$ cat config.mk
export PLATFORM = sky130hd
export DESIGN_NAME = blank_gen
export DESIGN_NICKNAME = d
export VERILOG_FILES = /design/src/rtl/blank_pkg.sv /design/src/rtl/blank_hcount.sv /design/src/rtl/blank_vwin.sv /design/src/rtl/blank_cfgchk.sv /design/src/rtl/blank_gen.sv
export SDC_FILE = /design/constraint.sdc
export NUM_CORES = 1
export LEC_CHECK = 0
export BUFFER_PORTS_ARGS = -buffer_cell sky130_fd_sc_hd__buf_2
export CORE_MARGIN = 5
export CORE_UTILIZATION = 48
export CTS_CLUSTER_DIAMETER = 50
export DETAILED_ROUTE_END_ITERATION = 10
export PLACE_DENSITY = 0.78
export SYNTH_ARGS = -nofsm -noshare
export SYNTH_HDL_FRONTEND = slang
export SYNTH_SLANG_ARGS = --single-unit
$ cat constraint.sdc
create_clock -name clk -period 2.5 [get_ports clk]
set_input_delay 0.5 -clock clk [delete_from_list [all_inputs] [get_ports clk]]
set_output_delay 0.5 -clock clk [all_outputs]
set_load 0.03 [all_outputs]
$ cat src/rtl/blank_pkg.sv
`timescale 1ns/1ps
package blank_pkg;
    localparam int unsigned ZERO_LEAD_DEF = 32;
    localparam int unsigned MIN_TOTAL_DEF = 16;

    typedef enum logic {
        FMT_WIDE = 1'b0,
        FMT_BYTE = 1'b1
    } px_fmt_e;
endpackage

$ cat src/rtl/blank_hcount.sv
`timescale 1ns/1ps
module blank_hcount #(
    parameter int unsigned PX_W      = 11,
    parameter int unsigned ZERO_LEAD = blank_pkg::ZERO_LEAD_DEF
) (
    input  logic            clk,
    input  logic            rst_n,
    input  logic            sync_ref,
    input  logic [PX_W-1:0] total_px,
    output logic            enter_o,
    output logic            zero_o,
    output logic            started_o,
    output logic [PX_W-1:0] cnt_next_o,
    output logic [PX_W-1:0] cnt_o
);
    localparam int unsigned POS_W = PX_W + 1;

    typedef struct packed {
        logic [POS_W-1:0] pos;
        logic             run;
        logic             started;
        logic             phase;
        logic [PX_W-1:0]  cnt;
    } hc_state_t;

    hc_state_t st_q, st_d;
    logic [POS_W-1:0] zpos;
    logic             zero;
    logic             enter;

    always_comb begin
        st_d  = st_q;
        zpos  = {total_px, 1'b0} - POS_W'(ZERO_LEAD);
        zero  = st_q.run && !sync_ref && (st_q.pos == zpos);
        enter = 1'b0;
        if (sync_ref) begin
            st_d.pos = '0;
            st_d.run = 1'b1;
        end else if (st_q.pos != '1) begin
            st_d.pos = st_q.pos + 1'b1;
        end
        if (zero) begin
            st_d.cnt     = '0;
            st_d.phase   = 1'b0;
            st_d.started = 1'b1;
            enter        = 1'b1;
        end else if (st_q.started) begin
            st_d.phase = ~st_q.phase;
            if (st_q.phase && (st_q.cnt != '1)) begin
                st_d.cnt = st_q.cnt + 1'b1;
                enter    = 1'b1;
            end
        end
    end

    always_ff @(posedge clk) begin
        if (!rst_n) begin
            st_q <= '0;
        end else begin
            st_q <= st_d;
        end
    end

    assign enter_o    = enter;
    assign zero_o     = zero;
    assign started_o  = st_q.started;
    assign cnt_next_o = st_d.cnt;
    assign cnt_o      = st_q.cnt;

    AST_HOLD_ON_EVEN: assert property (@(posedge clk) disable iff (!rst_n)
        (st_q.started && !zero && !st_q.phase) |=> $stable(cnt_o));
    AST_STEP_ON_ODD: assert property (@(posedge clk) disable iff (!rst_n)
        (st_q.started && !zero && st_q.phase && (st_q.cnt != '1)) |=> (cnt_o == $past(cnt_o) + 1'b1));
    AST_IDLE_BEFORE_ORIGIN: assert property (@(posedge clk) disable iff (!rst_n)
        (!st_q.started && !zero) |=> (cnt_o == '0));
endmodule

$ cat src/rtl/blank_vwin.sv
`timescale 1ns/1ps
module blank_vwin #(
    parameter int unsigned LINE_W = 10
) (
    input  logic [LINE_W-1:0] line_num,
    input  logic [LINE_W-1:0] v_start,
    input  logic [LINE_W-1:0] v_end,
    output logic              inactive_o
);
    logic wraps;
    logic above_lo;
    logic below_hi;

    always_comb begin
        wraps      = v_start > v_end;
        above_lo   = line_num >= v_start;
        below_hi   = line_num <= v_end;
        inactive_o = wraps ? (above_lo || below_hi) : (above_lo && below_hi);
    end
endmodule

$ cat src/rtl/blank_cfgchk.sv
`timescale 1ns/1ps
module blank_cfgchk #(
    parameter int unsigned PX_W      = 11,
    parameter int unsigned MIN_TOTAL = blank_pkg::MIN_TOTAL_DEF
) (
    input  logic            clk,
    input  logic            rst_n,
    input  logic [PX_W-1:0] active_px,
    input  logic [PX_W-1:0] total_px,
    input  logic            byte_fmt,
    output logic            err_o
);
    import blank_pkg::*;

    typedef struct packed {
        logic err;
    } cfg_state_t;

    cfg_state_t st_q, st_d;
    px_fmt_e    fmt;
    logic       bad_parity;
    logic       bad_quad;
    logic       bad_len;

    always_comb begin
        st_d       = st_q;
        fmt        = px_fmt_e'(byte_fmt);
        bad_parity = active_px[0] || total_px[0];
        bad_quad   = (fmt == FMT_BYTE) && ((active_px[1:0] != 2'b00) || (total_px[1:0] != 2'b00));
        bad_len    = (total_px < PX_W'(MIN_TOTAL)) || (active_px > total_px);
        st_d.err   = bad_parity || bad_quad || bad_len;
    end

    always_ff @(posedge clk) begin
        if (!rst_n) begin
            st_q <= '0;
        end else begin
            st_q <= st_d;
        end
    end

    assign err_o = st_q.err;

    AST_ODD_TOTAL: assert property (@(posedge clk) disable iff (!rst_n)
        total_px[0] |=> err_o);
    AST_BYTE_QUAD: assert property (@(posedge clk) disable iff (!rst_n)
        (byte_fmt && total_px[1]) |=> err_o);
endmodule

$ cat src/rtl/blank_gen.sv
`timescale 1ns/1ps
module blank_gen #(
    parameter int unsigned PX_W      = 11,
    parameter int unsigned LINE_W    = 10,
    parameter int unsigned ZERO_LEAD = blank_pkg::ZERO_LEAD_DEF,
    parameter int unsigned MIN_TOTAL = blank_pkg::MIN_TOTAL_DEF
) (
    input  logic              clk,
    input  logic              rst_n,
    input  logic              sync_ref,
    input  logic [LINE_W-1:0] line_num,
    input  logic [PX_W-1:0]   h_start,
    input  logic [PX_W-1:0]   h_end,
    input  logic [LINE_W-1:0] v_start,
    input  logic [LINE_W-1:0] v_end,
    input  logic [PX_W-1:0]   active_px,
    input  logic [PX_W-1:0]   total_px,
    input  logic              byte_fmt,
    output logic              blank,
    output logic [PX_W-1:0]   h_count,
    output logic              config_error
);
    typedef struct packed {
        logic hblank;
        logic blank;
    } bl_state_t;

    bl_state_t       st_q, st_d;
    logic            enter;
    logic            zero;
    logic            started;
    logic [PX_W-1:0] cnt_next;
    logic            v_inactive;

    blank_hcount #(.PX_W(PX_W), .ZERO_LEAD(ZERO_LEAD)) u_hcount (
        .clk        (clk),
        .rst_n      (rst_n),
        .sync_ref   (sync_ref),
        .total_px   (total_px),
        .enter_o    (enter),
        .zero_o     (zero),
        .started_o  (started),
        .cnt_next_o (cnt_next),
        .cnt_o      (h_count)
    );

    blank_vwin #(.LINE_W(LINE_W)) u_vwin (
        .line_num   (line_num),
        .v_start    (v_start),
        .v_end      (v_end),
        .inactive_o (v_inactive)
    );

    blank_cfgchk #(.PX_W(PX_W), .MIN_TOTAL(MIN_TOTAL)) u_cfgchk (
        .clk       (clk),
        .rst_n     (rst_n),
        .active_px (active_px),
        .total_px  (total_px),
        .byte_fmt  (byte_fmt),
        .err_o     (config_error)
    );

    always_comb begin
        st_d = st_q;
        if (enter && (cnt_next == h_start)) begin
            st_d.hblank = 1'b0;
        end
        if (enter && (cnt_next == h_end)) begin
            st_d.hblank = 1'b1;
        end
        st_d.blank = st_d.hblank || v_inactive;
    end

    always_ff @(posedge clk) begin
        if (!rst_n) begin
            st_q <= '{hblank: 1'b1, blank: 1'b1};
        end else begin
            st_q <= st_d;
        end
    end

    assign blank = st_q.blank;

    AST_WHOLE_LINE: assert property (@(posedge clk) disable iff (!rst_n)
        v_inactive |=> blank);
    AST_END_WINS: assert property (@(posedge clk) disable iff (!rst_n)
        (enter && (cnt_next == h_end)) |=> blank);
    AST_OPEN_AT_START: assert property (@(posedge clk) disable iff (!rst_n)
        (enter && (cnt_next == h_start) && (cnt_next != h_end) && !v_inactive) |=> !blank);
    AST_BLANK_BEFORE_ORIGIN: assert property (@(posedge clk) disable iff (!rst_n)
        (!started && !zero) |=> blank);
endmodule

==> flow_summary.html, run 1 <==
<table>
<tr><th>Metric</th><th>Value</th></tr>
<tr><th colspan="2">Critical path</th></tr>
<tr><td>Terminus of the critical flop-to-flop path</td><td>blank</td></tr>
<tr><td>Worst r2r src</td><td>u_hcount.st_q[23]</td></tr>
<tr><td>Crit path capture</td><td>blank</td></tr>
<tr><td>Number of cell instances on the worst register-to-register path</td><td>13</td></tr>
<tr><td>CP required</td><td>~2600 ps</td></tr>
<tr><td>Startpoint class of the critical path</td><td>input port</td></tr>
<tr><td>Critical Path Fanout Max</td><td>5</td></tr>
<tr><td>Flop-to-flop setup slack</td><td>approximately 30 ps</td></tr>
<tr><td>Source of the critical timing path</td><td>total_px[5]</td></tr>
<tr><td>Type of the worst setup path</td><td>input port to flop</td></tr>
<tr><td>Critical Path End Type</td><td>flop</td></tr>
<tr><td>Data arrival time of the worst path</td><td>2700 ps</td></tr>
<tr><th colspan="2">Pwr</th></tr>
<tr><td>Leakage Power</td><td>about 2.1 nW</td></tr>
<tr><td>Maximum vdd drop</td><td>between 0.2 and 0.25 mV</td></tr>
<tr><td>Total power</td><td>between 1 and 1.5 mW</td></tr>
<tr><td>PD cells</td><td>289 nW/um^2</td></tr>
<tr><th colspan="2">Cells and area</th></tr>
<tr><td>Total area of sequential cells</td><td>slightly below 600 sq um</td></tr>
<tr><td>Number of filler instances in the final layout</td><td>~480</td></tr>
<tr><td>Fraction of layout cells with a size suffix above 1</td><td>~36%</td></tr>
<tr><td>Area used by multi-input combinational logic</td><td>between 2000 and 2500 sq um</td></tr>
<tr><td>Post-layout net count</td><td>between 600 and 700</td></tr>
<tr><td>Cell area after layout</td><td>between 4000 and 5000 sq um</td></tr>
<tr><td>Antenna Diode Count</td><td>0</td></tr>
<tr><td>Final core occ</td><td>between 60 and 70%</td></tr>
<tr><td>Number of standard cells in the final layout excluding fillers</td><td>~610</td></tr>
<tr><td>Layout overhead on the synthesized area</td><td>39.7%</td></tr>
<tr><th colspan="2">GRT</th></tr>
<tr><td>Wire length of the first global-routing pass</td><td>about 15 mm</td></tr>
<tr><td>Largest net degree at the start of global routing</td><td>13</td></tr>
<tr><td>Sum of overflow across all layers after global routing</td><td>0</td></tr>
<tr><td>All-layer global routing usage</td><td>21.9%</td></tr>
<tr><td>Number of global-route vias before repair</td><td>around 3600</td></tr>
<tr><td>Number of antenna violations at the first check in global routing</td><td>0</td></tr>
<tr><th colspan="2">STA</th></tr>
<tr><td>Slew Limit Headroom</td><td>a little over two thirds</td></tr>
<tr><td>Final hold vios</td><td>0</td></tr>
<tr><td>Worst-case hold slack</td><td>475 ps</td></tr>
<tr><td>Worst setup slack after layout</td><td>-51.5 ps</td></tr>
<tr><td>Final worst-path cycle share</td><td>102%</td></tr>
<tr><td>Number of pins with negative max-slew slack in the final report</td><td>0</td></tr>
<tr><td>Highest achievable clock rate</td><td>392 MHz</td></tr>
<tr><td>Summed negative setup slack over all endpoints</td><td>-66.8 ps</td></tr>
<tr><td>Transition time at the pin with the least slew margin</td><td>between 400 and 500 ps</td></tr>
<tr><td>RSZ-0062 raised after global routing</td><td>true</td></tr>
<tr><td>Final period demand of the worst path</td><td>approximately 2600 ps</td></tr>
<tr><td>Final setup vio count</td><td>2</td></tr>
<tr><td>Max Clock Skew</td><td>between 7 and 8 ps</td></tr>
<tr><th colspan="2">Place</th></tr>
<tr><td>Cells after DPL</td><td>between 500 and 600</td></tr>
<tr><td>Placement Cell Area</td><td>around 4000 sq um</td></tr>
<tr><td>Final RePlAce weighted congestion</td><td>~0.94</td></tr>
<tr><td>Place WS</td><td>-403 ps</td></tr>
<tr><td>Detail Placement HPWL</td><td>7.76 mm</td></tr>
<tr><td>Count of buffers from port buffering</td><td>90</td></tr>
<tr><th colspan="2">Yosys</th></tr>
<tr><td>Post-Syn Instances</td><td>between 400 and 500</td></tr>
<tr><td>Share of synthesized flip-flops with an asynchronous set or reset</td><td>0%</td></tr>
<tr><td>Netlist cell types</td><td>55</td></tr>
<tr><td>XOR/XNOR share of the synthesized area</td><td>10.1%</td></tr>
<tr><td>Library cell with the highest instance count after synthesis</td><td>ha_1</td></tr>
<tr><td>Number of flops mapped to enable cells by yosys</td><td>0</td></tr>
<tr><td>Adder-cell area share of the yosys netlist</td><td>roughly 18%</td></tr>
<tr><td>Main flop type after synthesis</td><td>dfxtp_1</td></tr>
<tr><td>Synth area leaders</td><td>dfxtp_1 19%, ha_1 18%, xor2_1 6.7%</td></tr>
<tr><td>Fraction of the yosys area taken by sequential cells</td><td>a little under a fifth</td></tr>
<tr><td>Largest area contributor in the synthesized netlist</td><td>dfxtp_1</td></tr>
<tr><td>Area fraction in compound gates after synthesis</td><td>between 10% and 20%</td></tr>
<tr><td>Yosys warning total</td><td>0</td></tr>
<tr><td>Multiplexer fraction of the synthesized cell area</td><td>1.28%</td></tr>
<tr><td>Yosys reg bits</td><td>29</td></tr>
<tr><td>Synthesized netlist net count</td><td>525</td></tr>
<tr><td>Avg Inst Size Synth</td><td>approximately 7.8 sq um</td></tr>
<tr><td>Cell types with the highest counts after synthesis</td><td>45 x ha_1, 40 x inv_1, 40 x nor2_1</td></tr>
<tr><td>Largest family of logic cells by synthesized area</td><td>simple AND/OR/NAND/NOR gates</td></tr>
<tr><td>Netlist area before placement</td><td>3120 sq um</td></tr>
<tr><td>Synthesized-area fraction occupied by and/or/nand/nor cells</td><td>around 24%</td></tr>
<tr><td>Fraction of synthesized cell area taken by the top area cell type</td><td>between 10% and 20%</td></tr>
<tr><th colspan="2">Clock network</th></tr>
<tr><td>Later-pin clock latency in the skew report</td><td>roughly 280 ps</td></tr>
<tr><td>Clk slew on worst S/H paths</td><td>70 ps</td></tr>
<tr><td>Count of hold buffers inserted by post-cts repair</td><td>0</td></tr>
<tr><td>CTS sink count</td><td>29</td></tr>
<tr><td>TritonCTS clock tree</td><td>built</td></tr>
<tr><td>Cell at the root of the clock tree</td><td>clkbuf_8</td></tr>
<tr><td>Number of levels the H-tree was split into</td><td>2</td></tr>
<tr><td>Clock buffers created by TritonCTS</td><td>5</td></tr>
<tr><td>Maximum buffer depth of the clock tree</td><td>2</td></tr>
<tr><th colspan="2">Drt</th></tr>
<tr><td>Violation count after the first detailed-routing iteration</td><td>190</td></tr>
<tr><td>Count of unresolved DRC violations after routing</td><td>0</td></tr>
<tr><td>Total routed wirelength</td><td>about 10 mm</td></tr>
<tr><td>Count of vias placed by the detailed router</td><td>3585</td></tr>
<tr><td>Wire per inst</td><td>between 15 and 20 um</td></tr>
<tr><td>Vias per inst</td><td>roughly 6</td></tr>
<tr><td>Final ANT Viol Nets</td><td>0</td></tr>
<tr><td>First-pass DRT Iterations</td><td>5</td></tr>
<tr><th colspan="2">Outcome</th></tr>
<tr><td>Outcome</td><td>finished, violations left</td></tr>
<tr><td>Violated checks</td><td>negative setup slack</td></tr>
<tr><th colspan="2">Floorplanning</th></tr>
<tr><td># rows</td><td>29</td></tr>
<tr><td>Area of the core</td><td>between 6000 and 7000 sq um</td></tr>
<tr><td>Effective utilization at floorplan</td><td>around half</td></tr>
<tr><td>Die Area</td><td>about 8200 sq um</td></tr>
<tr><td>Chip Width</td><td>90.6 um</td></tr>
<tr><td>Height of the die</td><td>90.6 um</td></tr>
<tr><td>Number of top-level pins</td><td>91</td></tr>
<tr><th colspan="2">Hold path</th></tr>
<tr><td>Class of the most critical hold timing path</td><td>flop to flop</td></tr>
<tr><th colspan="2">Run</th></tr>
<tr><td>Max cap viols</td><td>0</td></tr>
</table>
layout by cell type (no fill, tap or decap), types with 9 or more instances in the layout:
master	Yosys	final
o21ai_0	22	22
xor2_1	24	22
a21oi_1	16	15
dfxtp_1	29	27
nand3_1	15	15
inv_1	40	38
nor2_1	40	40
ha_1	45	43
nand2_1	12	11
buf_4	11	57
xnor2_1	12	9
buf_2	3	87
nand4_1	18	18
cell families after synthesis:
group,count (synthesis)
XOR/XNOR,36
adder cells (fa/ha/maj),46
flip-flops,29
buffers and inverters,61
AND/OR/NAND/NOR,140
AO/OA/AOI/OAI,86
multiplexers,4
worst min-delay path by stage:
stage	from	to	slack [ps]	cells after the start
2_1_floorplan	u_hcount.st_q[13]	u_hcount.st_q[13]	430	2
3_3_place_gp	u_hcount.st_q[13]	u_hcount.st_q[13]	440	2
3_5_place_dp	u_hcount.st_q[13]	u_hcount.st_q[13]	460	2
4_1_cts	u_hcount.st_q[13]	u_hcount.st_q[13]	490	2
5_1_grt	rst_n	st_q[1]	500	2
6_report	u_hcount.st_q[13]	u_hcount.st_q[13]	470	2
cell type report:
type / count / area share [%]
clock buffer: 7 / 2.21
sequential: 29 / 13.4
timing repair buffer: 148 / 21.1
inverter: 40 / 3.62
multi-input combinational: 312 / 57.3
tap: 77 / 2.21
clock inverter: 1 / 0.115
critical path, stage by stage:
cell      delay (ps)
buf_8            110
inv_6             50
ha_4             160
xor2_1           180
nor2_1            80
o31ai_2          270
buf_4            160
nor4_2            30
buf_4            160
buf_4            130
buf_4            120
buf_4            120
nor2_1           130
o221ai_1         160
o31ai_2          230
nand4_1          120
metal layers:
| metal | vias up | GRT usage [%] | routed length [um] |
|---|---|---|---|
| met5 | - | 0 | 0 |
| met3 | 45 | 4.75 | 832 |
| li1 | 1726 | - | - |
| met4 | 0 | 8.44 | 348 |
| met1 | 1632 | 26.2 | 4010 |
| met2 | 182 | 37.9 | 4710 |
power breakdown:
part / switching (mW) / total, mW / internal [mW]
clock: 0.186 / 0.434 / 0.249
combinational: 0.179 / 0.355 / 0.176
sequential: 0.00250 / 0.467 / 0.465
state kept, by name, indices dropped and copies added (netlist names):
name,cells
blank,1
u_hcount.cnt_o,11
u_hcount.started_o,1
u_cfgchk.err_o,1
st_q,1
u_hcount.st_q,14
timing repair:
| item | in CTS | in global routing |
|---|---|---|
| buffers inserted | 3 | 8 |
| endpoints found under the setup margin | 2 | 2 |
| gates resized for setup | 10 | 34 |
| pin swaps | 7 | 17 |
(Power assumes the default switching activity.)
==> inputs of run 2 (changes only) <==
--- a/config.mk
+++ b/config.mk
@@ -6,7 +6,7 @@
 export NUM_CORES = 1
 export LEC_CHECK = 0
 export BUFFER_PORTS_ARGS = -buffer_cell sky130_fd_sc_hd__buf_2
-export CORE_MARGIN = 5
+export CORE_MARGIN = 2
 export CORE_UTILIZATION = 48
 export CTS_CLUSTER_DIAMETER = 50
 export DETAILED_ROUTE_END_ITERATION = 10
==> flow_summary.html, run 2 (same netlist as run 1, synthesis figures left out) <==
<table>
<tr><th>Metric</th><th>Value</th></tr>
<tr><th colspan="2">Outcome</th></tr>
<tr><td>Outcome</td><td>finished, violations left</td></tr>
<tr><td>Violated checks</td><td>negative setup slack</td></tr>
<tr><th colspan="2">Clock network</th></tr>
<tr><td>Number of levels the H-tree was split into</td><td>2</td></tr>
<tr><td>Later-pin clock latency in the skew report</td><td>~300 ps</td></tr>
<tr><td>Cell at the root of the clock tree</td><td>clkbuf_8</td></tr>
<tr><td>CTS sink count</td><td>29</td></tr>
<tr><td>Clk slew on worst S/H paths</td><td>70 ps</td></tr>
<tr><td>Maximum buffer depth of the clock tree</td><td>2</td></tr>
<tr><td>Clock buffers created by TritonCTS</td><td>5</td></tr>
<tr><td>TritonCTS clock tree</td><td>built</td></tr>
<tr><th colspan="2">Critical path</th></tr>
<tr><td>CP required</td><td>~2700 ps</td></tr>
<tr><td>Critical Path Fanout Max</td><td>4</td></tr>
<tr><td>Type of the worst setup path</td><td>flop to flop</td></tr>
<tr><td>Delay of the slowest cell on the worst path</td><td>690 ps</td></tr>
<tr><td>Worst path cell trace</td><td>ha_4, nand4_1, buf_6, nor3_2, o21ai_0, a2111oi_0, buf_4, o221ai_1, o31ai_2, nand4_1</td></tr>
<tr><td>Bufs and invs on worst path</td><td>2</td></tr>
<tr><td>Slowest CP cell</td><td>a2111oi_0</td></tr>
<tr><td>Kind of cell adding the most delay to the critical path</td><td>compound AO/OA/AOI/OAI gates</td></tr>
<tr><td>Data arrival time of the worst path</td><td>between 2000 and 3000 ps</td></tr>
<tr><td>Startpoint class of the critical path</td><td>flop</td></tr>
<tr><td>Critical Path End Type</td><td>flop</td></tr>
<tr><td>Most Frequent Cell on Critical Path</td><td>nand4_1</td></tr>
<tr><th colspan="2">STA</th></tr>
<tr><td>Final worst-path cycle share</td><td>105%</td></tr>
<tr><td>Max Clock Skew</td><td>between 7 and 8 ps</td></tr>
<tr><td>Final period demand of the worst path</td><td>~2600 ps</td></tr>
<tr><td>Highest achievable clock rate</td><td>around 380 MHz</td></tr>
<tr><td>Number of pins with negative max-slew slack in the final report</td><td>0</td></tr>
<tr><td>Transition time at the pin with the least slew margin</td><td>just under 700 ps</td></tr>
<tr><td>RSZ-0062 raised after global routing</td><td>true</td></tr>
<tr><td>Slew Limit Headroom</td><td>53.3%</td></tr>
<tr><td>Worst-case hold slack</td><td>roughly 470 ps</td></tr>
<tr><td>Final setup vio count</td><td>2</td></tr>
<tr><td>Final hold vios</td><td>0</td></tr>
<tr><td>Worst setup slack after layout</td><td>-123 ps</td></tr>
<tr><th colspan="2">Drt</th></tr>
<tr><td>Wire per inst</td><td>between 15 and 20 um</td></tr>
<tr><td>Violation count after the first detailed-routing iteration</td><td>roughly 280</td></tr>
<tr><td>Count of unresolved DRC violations after routing</td><td>0</td></tr>
<tr><td>First-pass DRT Iterations</td><td>6</td></tr>
<tr><td>Count of vias placed by the detailed router</td><td>about 3500</td></tr>
<tr><td>Final ANT Viol Nets</td><td>0</td></tr>
<tr><td>Total routed wirelength</td><td>9.64 mm</td></tr>
<tr><td>Vias per inst</td><td>approximately 6</td></tr>
<tr><th colspan="2">Cells and area</th></tr>
<tr><td>Commonest non-fill, non-tap cells in the layout</td><td>87 x buf_2, 48 x buf_4, 43 x ha_1, 40 x nor2_1, 38 x inv_1</td></tr>
<tr><td>Largest reg by FF count</td><td>u_hcount.st_q</td></tr>
<tr><td>Layout overhead on the synthesized area</td><td>37.2%</td></tr>
<tr><td>Post-layout net count</td><td>between 600 and 700</td></tr>
<tr><td>Number of filler instances in the final layout</td><td>roughly 520</td></tr>
<tr><td>Area used by multi-input combinational logic</td><td>roughly 2500 sq um</td></tr>
<tr><td>Antenna Diode Count</td><td>0</td></tr>
<tr><td>Fraction of layout cells with a size suffix above 1</td><td>between 30% and 40%</td></tr>
<tr><td>Most common cell after layout, fill and taps aside</td><td>buf_2</td></tr>
<tr><td>Total area of sequential cells</td><td>slightly below 600 sq um</td></tr>
<tr><td>Cell area after layout</td><td>4280 sq um</td></tr>
<tr><td>Max reg flops</td><td>14</td></tr>
<tr><th colspan="2">Pwr</th></tr>
<tr><td>Leakage Power</td><td>2.04 nW</td></tr>
<tr><td>Total power</td><td>approximately 1.3 mW</td></tr>
<tr><td>PD cells</td><td>309 nW/um^2</td></tr>
<tr><td>Maximum vdd drop</td><td>about 0.24 mV</td></tr>
<tr><th colspan="2">Floorplanning</th></tr>
<tr><td>Effective utilization at floorplan</td><td>49.4%</td></tr>
<tr><td># rows</td><td>29</td></tr>
<tr><td>Height of the die</td><td>about 85 um</td></tr>
<tr><td>Number of top-level pins</td><td>91</td></tr>
<tr><td>Chip Width</td><td>between 80 and 90 um</td></tr>
<tr><td>Die Area</td><td>roughly 7200 sq um</td></tr>
<tr><td>Area of the core</td><td>about 6300 sq um</td></tr>
<tr><th colspan="2">Place</th></tr>
<tr><td>Count of buffers from port buffering</td><td>90</td></tr>
<tr><td>Placement Cell Area</td><td>just under 4000 sq um</td></tr>
<tr><td>Final RePlAce weighted congestion</td><td>0.980</td></tr>
<tr><td>Detail Placement HPWL</td><td>around 7.3 mm</td></tr>
<tr><th colspan="2">GRT</th></tr>
<tr><td>Sum of overflow across all layers after global routing</td><td>0</td></tr>
<tr><td>Largest net degree at the start of global routing</td><td>13</td></tr>
<tr><td>All-layer global routing usage</td><td>between 20% and 30%</td></tr>
<tr><td>Wire length of the first global-routing pass</td><td>roughly 15 mm</td></tr>
<tr><td>Number of antenna violations at the first check in global routing</td><td>0</td></tr>
<tr><td>Number of global-route vias before repair</td><td>approximately 3400</td></tr>
<tr><th colspan="2">Run</th></tr>
<tr><td>Max cap viols</td><td>0</td></tr>
<tr><th colspan="2">Hold path</th></tr>
<tr><td>Class of the most critical hold timing path</td><td>input port to flop</td></tr>
</table>
[run 2: cell types whose count changed in the layout (fill, tap and decap cells not counted), sizes merged]
cell | before | now
bufinv | 0 | 1
buf | 147 | 139
clkbuf | 8 | 6
clkinv | 1 | 2
inv | 40 | 39
clkinvlp | 0 | 1
[run 2: timing repair]
item	in CTS	in global routing
resized for setup	11	33
hold buffers	0	0
gates cloned	0	0
endpoints found under the setup margin	2	2
pin swaps	10	15
setup buffers	3	6
[run 2: cell type report]
class | instances | area share, %
multi-input combinational | 312 | 57.5
timing repair buffer | 140 | 20.1
sequential | 29 | 13.7
inverter | 40 | 3.68
tap | 77 | 2.25
clock buffer | 5 | 1.61
clock inverter | 3 | 1.08
[run 2: final timing paths]
kind	startpoint	endpoint	slack, ps	cells after the start
setup reg to reg	u_hcount.cnt_o[1]	blank	-120	10
setup / recovery	u_hcount.cnt_o[1]	blank	-120	10
hold reg to reg	st_q[1]	blank	480	2
hold / removal	rst_n	st_q[1]	470	2
[run 2: through the flow]
step           util [%]  setup WS [ps]  instances  setup TNS [ps]
3_3_place_gp       61.7           -300        589            -598
3_5_place_dp       61.7           -387        589           -1400
6_report           67.8           -123        606            -224
5_1_grt            67.8          -77.0        606            -123
2_1_floorplan         -          -89.3        402            -174
4_1_cts            64.7           18.4        600               0
[run 2: routing by layer]
| metal | track usage (%) | share of wire (%) | vias up |
|---|---|---|---|
| li1 | - | - | 1695 |
| met5 | 0 | 0 | - |
| met1 | 29.8 | 41 | 1618 |
| met3 | 5.21 | 7.5 | 52 |
| met2 | 44.7 | 47 | 171 |
| met4 | 10.4 | 4.5 | 0 |
[run 2: worst reg2reg max path, stage by stage (launching register included)]
cell       delay [ps]
dfxtp_4           380
ha_4              140
nand4_1           100
buf_6             160
nor3_2            180
o21ai_0           160
a2111oi_0         690
buf_4             220
o221ai_1          120
o31ai_2           230
nand4_1           110
[run 2: where the power goes]
| group | leakage (nW) | internal (mW) | switching, mW | total, mW |
|---|---|---|---|---|
| combinational | 1.75 | 0.168 | 0.175 | 0.343 |
| sequential | 0.236 | 0.463 | 0.00267 | 0.466 |
| clock | 0.0543 | 0.298 | 0.216 | 0.514 |
==> inputs of run 3 (changes only) <==
--- a/config.mk
+++ b/config.mk
@@ -5,12 +5,14 @@
 export SDC_FILE = /design/constraint.sdc
 export NUM_CORES = 1
 export LEC_CHECK = 0
+export ABC_AREA = 1
 export BUFFER_PORTS_ARGS = -buffer_cell sky130_fd_sc_hd__buf_2
 export CORE_MARGIN = 2
-export CORE_UTILIZATION = 48
+export CORE_UTILIZATION = 49
 export CTS_CLUSTER_DIAMETER = 50
 export DETAILED_ROUTE_END_ITERATION = 10
-export PLACE_DENSITY = 0.78
+export PLACE_DENSITY = 0.79
 export SYNTH_ARGS = -nofsm -noshare
 export SYNTH_HDL_FRONTEND = slang
 export SYNTH_SLANG_ARGS = --single-unit
+export TNS_END_PERCENT = 30
==> flow_summary.html, run 3 <==
<table>
<tr><th>Metric</th><th>Value</th></tr>
<tr><th colspan="2">Outcome</th></tr>
<tr><td>Outcome</td><td>finished, violations left</td></tr>
<tr><td>Violated checks</td><td>design-rule violations</td></tr>
<tr><th colspan="2">Yosys</th></tr>
<tr><td>Yosys warning total</td><td>0</td></tr>
<tr><td>Library cell with the highest instance count after synthesis</td><td>nand2_1</td></tr>
<tr><td>Yosys reg bits</td><td>29</td></tr>
<tr><td>Fraction of the yosys area taken by sequential cells</td><td>~18%</td></tr>
<tr><td>Number of flops mapped to enable cells by yosys</td><td>0</td></tr>
<tr><td>Main flop type after synthesis</td><td>dfxtp_1</td></tr>
<tr><td>Netlist cell types</td><td>39</td></tr>
<tr><td>Largest area contributor in the synthesized netlist</td><td>dfxtp_1</td></tr>
<tr><td>Netlist area before placement</td><td>3280 sq um</td></tr>
<tr><td>Cell types with the highest counts after synthesis</td><td>144 x nand2_1, 77 x inv_1, 61 x nor2_1</td></tr>
<tr><td>Synthesized netlist net count</td><td>649</td></tr>
<tr><td>Share of synthesized flip-flops with an asynchronous set or reset</td><td>0%</td></tr>
<tr><td>Synth area leaders</td><td>dfxtp_1 18%, ha_1 17%, nand2_1 16%</td></tr>
<tr><td>Post-Syn Instances</td><td>526</td></tr>
<tr><td>Avg Inst Size Synth</td><td>slightly above 6 sq um</td></tr>
<tr><td>Fraction of synthesized cell area taken by the top area cell type</td><td>between 10% and 20%</td></tr>
<tr><th colspan="2">Clock network</th></tr>
<tr><td>Cell at the root of the clock tree</td><td>clkbuf_8</td></tr>
<tr><td>CTS sink count</td><td>29</td></tr>
<tr><td>Clock buffers created by TritonCTS</td><td>5</td></tr>
<tr><td>Maximum buffer depth of the clock tree</td><td>2</td></tr>
<tr><td>Number of levels the H-tree was split into</td><td>2</td></tr>
<tr><td>TritonCTS clock tree</td><td>built</td></tr>
<tr><td>Clk slew on worst S/H paths</td><td>~60 ps</td></tr>
<tr><td>Later-pin clock latency in the skew report</td><td>280 ps</td></tr>
<tr><td>Count of hold buffers inserted by post-cts repair</td><td>0</td></tr>
<tr><th colspan="2">Critical path</th></tr>
<tr><td>Terminus of the critical flop-to-flop path</td><td>blank</td></tr>
<tr><td>Type of the worst setup path</td><td>input port to flop</td></tr>
<tr><td>Number of cell instances on the worst register-to-register path</td><td>11</td></tr>
<tr><td>Worst r2r src</td><td>u_hcount.st_q[24]</td></tr>
<tr><td>Startpoint class of the critical path</td><td>input port</td></tr>
<tr><td>Critical Path End Type</td><td>flop</td></tr>
<tr><td>CP required</td><td>about 2700 ps</td></tr>
<tr><td>Data arrival time of the worst path</td><td>about 2500 ps</td></tr>
<tr><td>Flop-to-flop setup slack</td><td>~250 ps</td></tr>
<tr><td>Critical Path Fanout Max</td><td>16</td></tr>
<tr><th colspan="2">Place</th></tr>
<tr><td>Count of buffers from port buffering</td><td>90</td></tr>
<tr><td>Cells after DPL</td><td>slightly below 700</td></tr>
<tr><td>Placement Cell Area</td><td>3730 sq um</td></tr>
<tr><td>Final RePlAce weighted congestion</td><td>approximately 0.93</td></tr>
<tr><td>Detail Placement HPWL</td><td>about 6.9 mm</td></tr>
<tr><th colspan="2">Cells and area</th></tr>
<tr><td>Area used by multi-input combinational logic</td><td>2300 sq um</td></tr>
<tr><td>Cell area after layout</td><td>a little under 4000 sq um</td></tr>
<tr><td>Commonest non-fill, non-tap cells in the layout</td><td>144 x nand2_1, 90 x buf_2, 77 x inv_1, 61 x nor2_1, 45 x ha_1</td></tr>
<tr><td>Antenna Diode Count</td><td>0</td></tr>
<tr><td>Largest reg by FF count</td><td>u_hcount.st_q</td></tr>
<tr><td>Number of standard cells in the final layout excluding fillers</td><td>692</td></tr>
<tr><td>Post-layout net count</td><td>around 740</td></tr>
<tr><td>Fraction of layout cells with a size suffix above 1</td><td>around 20%</td></tr>
<tr><td>Max reg flops</td><td>14</td></tr>
<tr><td>Layout overhead on the synthesized area</td><td>17.8%</td></tr>
<tr><td>Most common cell after layout, fill and taps aside</td><td>nand2_1</td></tr>
<tr><td>Total area of sequential cells</td><td>approximately 580 sq um</td></tr>
<tr><td>Number of filler instances in the final layout</td><td>628</td></tr>
<tr><th colspan="2">GRT</th></tr>
<tr><td>Number of antenna violations at the first check in global routing</td><td>0</td></tr>
<tr><td>Wire length of the first global-routing pass</td><td>~14 mm</td></tr>
<tr><td>Sum of overflow across all layers after global routing</td><td>0</td></tr>
<tr><td>Largest net degree at the start of global routing</td><td>33</td></tr>
<tr><td>Number of global-route vias before repair</td><td>between 3000 and 4000</td></tr>
<tr><td>All-layer global routing usage</td><td>roughly 23%</td></tr>
<tr><th colspan="2">Run</th></tr>
<tr><td>Max cap viols</td><td>0</td></tr>
<tr><th colspan="2">Pwr</th></tr>
<tr><td>Total power</td><td>1.16 mW</td></tr>
<tr><td>Maximum vdd drop</td><td>about 0.17 mV</td></tr>
<tr><td>PD cells</td><td>about 300 nW/um^2</td></tr>
<tr><td>Leakage Power</td><td>2.13 nW</td></tr>
<tr><th colspan="2">STA</th></tr>
<tr><td>Number of pins with negative max-slew slack in the final report</td><td>0</td></tr>
<tr><td>Highest achievable clock rate</td><td>between 400 and 500 MHz</td></tr>
<tr><td>RSZ-0062 raised after global routing</td><td>true</td></tr>
<tr><td>Summed negative setup slack over all endpoints</td><td>0 ps</td></tr>
<tr><td>Max Clock Skew</td><td>roughly 6.8 ps</td></tr>
<tr><td>Slew Limit Headroom</td><td>about 55%</td></tr>
<tr><td>Transition time at the pin with the least slew margin</td><td>671 ps</td></tr>
<tr><td>Final hold vios</td><td>0</td></tr>
<tr><td>Final setup vio count</td><td>0</td></tr>
<tr><td>Final period demand of the worst path</td><td>2330 ps</td></tr>
<tr><td>Final worst-path cycle share</td><td>93.3%</td></tr>
<tr><th colspan="2">Floorplanning</th></tr>
<tr><td>Effective utilization at floorplan</td><td>between 50% and 60%</td></tr>
<tr><td># rows</td><td>29</td></tr>
<tr><td>Die Area</td><td>~7400 sq um</td></tr>
<tr><td>Area of the core</td><td>~6400 sq um</td></tr>
<tr><td>Number of top-level pins</td><td>91</td></tr>
<tr><td>Height of the die</td><td>about 86 um</td></tr>
<tr><td>Chip Width</td><td>roughly 86 um</td></tr>
<tr><th colspan="2">Drt</th></tr>
<tr><td>Final ANT Viol Nets</td><td>0</td></tr>
<tr><td>Total routed wirelength</td><td>about 8.3 mm</td></tr>
<tr><td>First-pass DRT Iterations</td><td>8</td></tr>
<tr><td>Count of unresolved DRC violations after routing</td><td>4</td></tr>
<tr><td>Count of vias placed by the detailed router</td><td>3534</td></tr>
<tr><td>Vias per inst</td><td>5.11</td></tr>
<tr><td>Violation count after the first detailed-routing iteration</td><td>roughly 270</td></tr>
<tr><td>Wire per inst</td><td>between 10 and 15 um</td></tr>
<tr><th colspan="2">Hold path</th></tr>
<tr><td>Source of the worst hold timing path</td><td>st_q[1]</td></tr>
<tr><td>Min-Delay Path Depth</td><td>2</td></tr>
<tr><td>Class of the most critical hold timing path</td><td>flop to flop</td></tr>
<tr><td>Endpoint with the worst hold slack</td><td>st_q[1]</td></tr>
</table>
## run 3: cell count changes after synthesis, moves of 9 or more
cell | previous run | this run
nor2_1 | 40 | 61
nand3b_1 | 2 | 18
nand3_1 | 15 | 29
xor2_1 | 24 | 10
inv_1 | 40 | 77
xnor2_1 | 12 | 3
nand2_1 | 12 | 144
## run 3: how the worst max path moves through the flow
stage | startpoint | endpoint | cells past startpoint
after global placement | total_px[4] | blank | 17
after CTS | total_px[4] | blank | 17
final | total_px[5] | blank | 18
after floorplan | total_px[4] | blank | 17
after detailed placement | total_px[4] | blank | 17
after global routing | total_px[5] | blank | 18
## run 3: report_power, final
group          switching (mW)  total, mW  internal, mW
clock network           0.176      0.369         0.192
registers             0.00347      0.469         0.466
logic                   0.179      0.321         0.143
## run 3: cell type report
cell class                 instances  share of cell area, %
tap                               77                   2.50
multi-input combinational        399                   59.5
clock inverter                     2                  0.259
sequential                        29                   15.0
timing repair buffer              95                   12.6
inverter                          84                   8.17
clock buffer                       6                   1.88
## run 3: critical path, stage by stage
cell      delay [ps]
buf_2            100
inv_1             60
ha_1             220
nand2_1           70
nor2_1           120
nand3_1           80
nand2_1           90
inv_2             40
nor2_2           250
nand3_4          250
nand3b_1         170
nand2_1           60
nor2_1           130
nand2_1           60
nor2_1            80
nand2_1           50
nand2_1           70
nand3_1           70
## run 3: cell families (layout without fill, tap and decap cells)
| kind of cell | Yosys count | after routing | synth area share [%] |
|---|---|---|---|
| DFF | 29 | 29 | 17.7 |
| AOI/OAI and AO/OA | 58 | 58 | 10.2 |
| buffers and inverters | 99 | 187 | 13.1 |
| xor gates and xnor gates | 13 | 13 | 3.47 |
| adders and majority gates | 45 | 45 | 17.2 |
| and+or+nand+nor | 282 | 283 | 38.3 |
## run 3: stage by stage
step | worst slack (ps) | hold slack, ps | utilization, %
3_3_place_gp | -73.3 | 438 | 58.1
2_1_floorplan | 321 | 422 | -
6_report | 168 | 458 | 60.1
3_5_place_dp | -115 | 451 | 58.1
5_1_grt | -39.4 | 480 | 60.1
4_1_cts | 182 | 464 | 59.4
## run 3: layer usage
| layer | vias up | GRT usage (%) | wire length [um] |
|---|---|---|---|
| li1 | 1867 | - | - |
| met1 | 1548 | 28.0 | 3760 |
| met2 | 107 | 41.4 | 3960 |
| met3 | 12 | 3.08 | 449 |
| met4 | 0 | 6.20 | 112 |
| met5 | - | 0 | 0 |
## run 3: what timing repair did
action | 4_1_cts | 5_1_grt
gates resized for setup | 0 | 4
buffers inserted | 0 | 2
endpoints found under the setup margin | 0 | 4
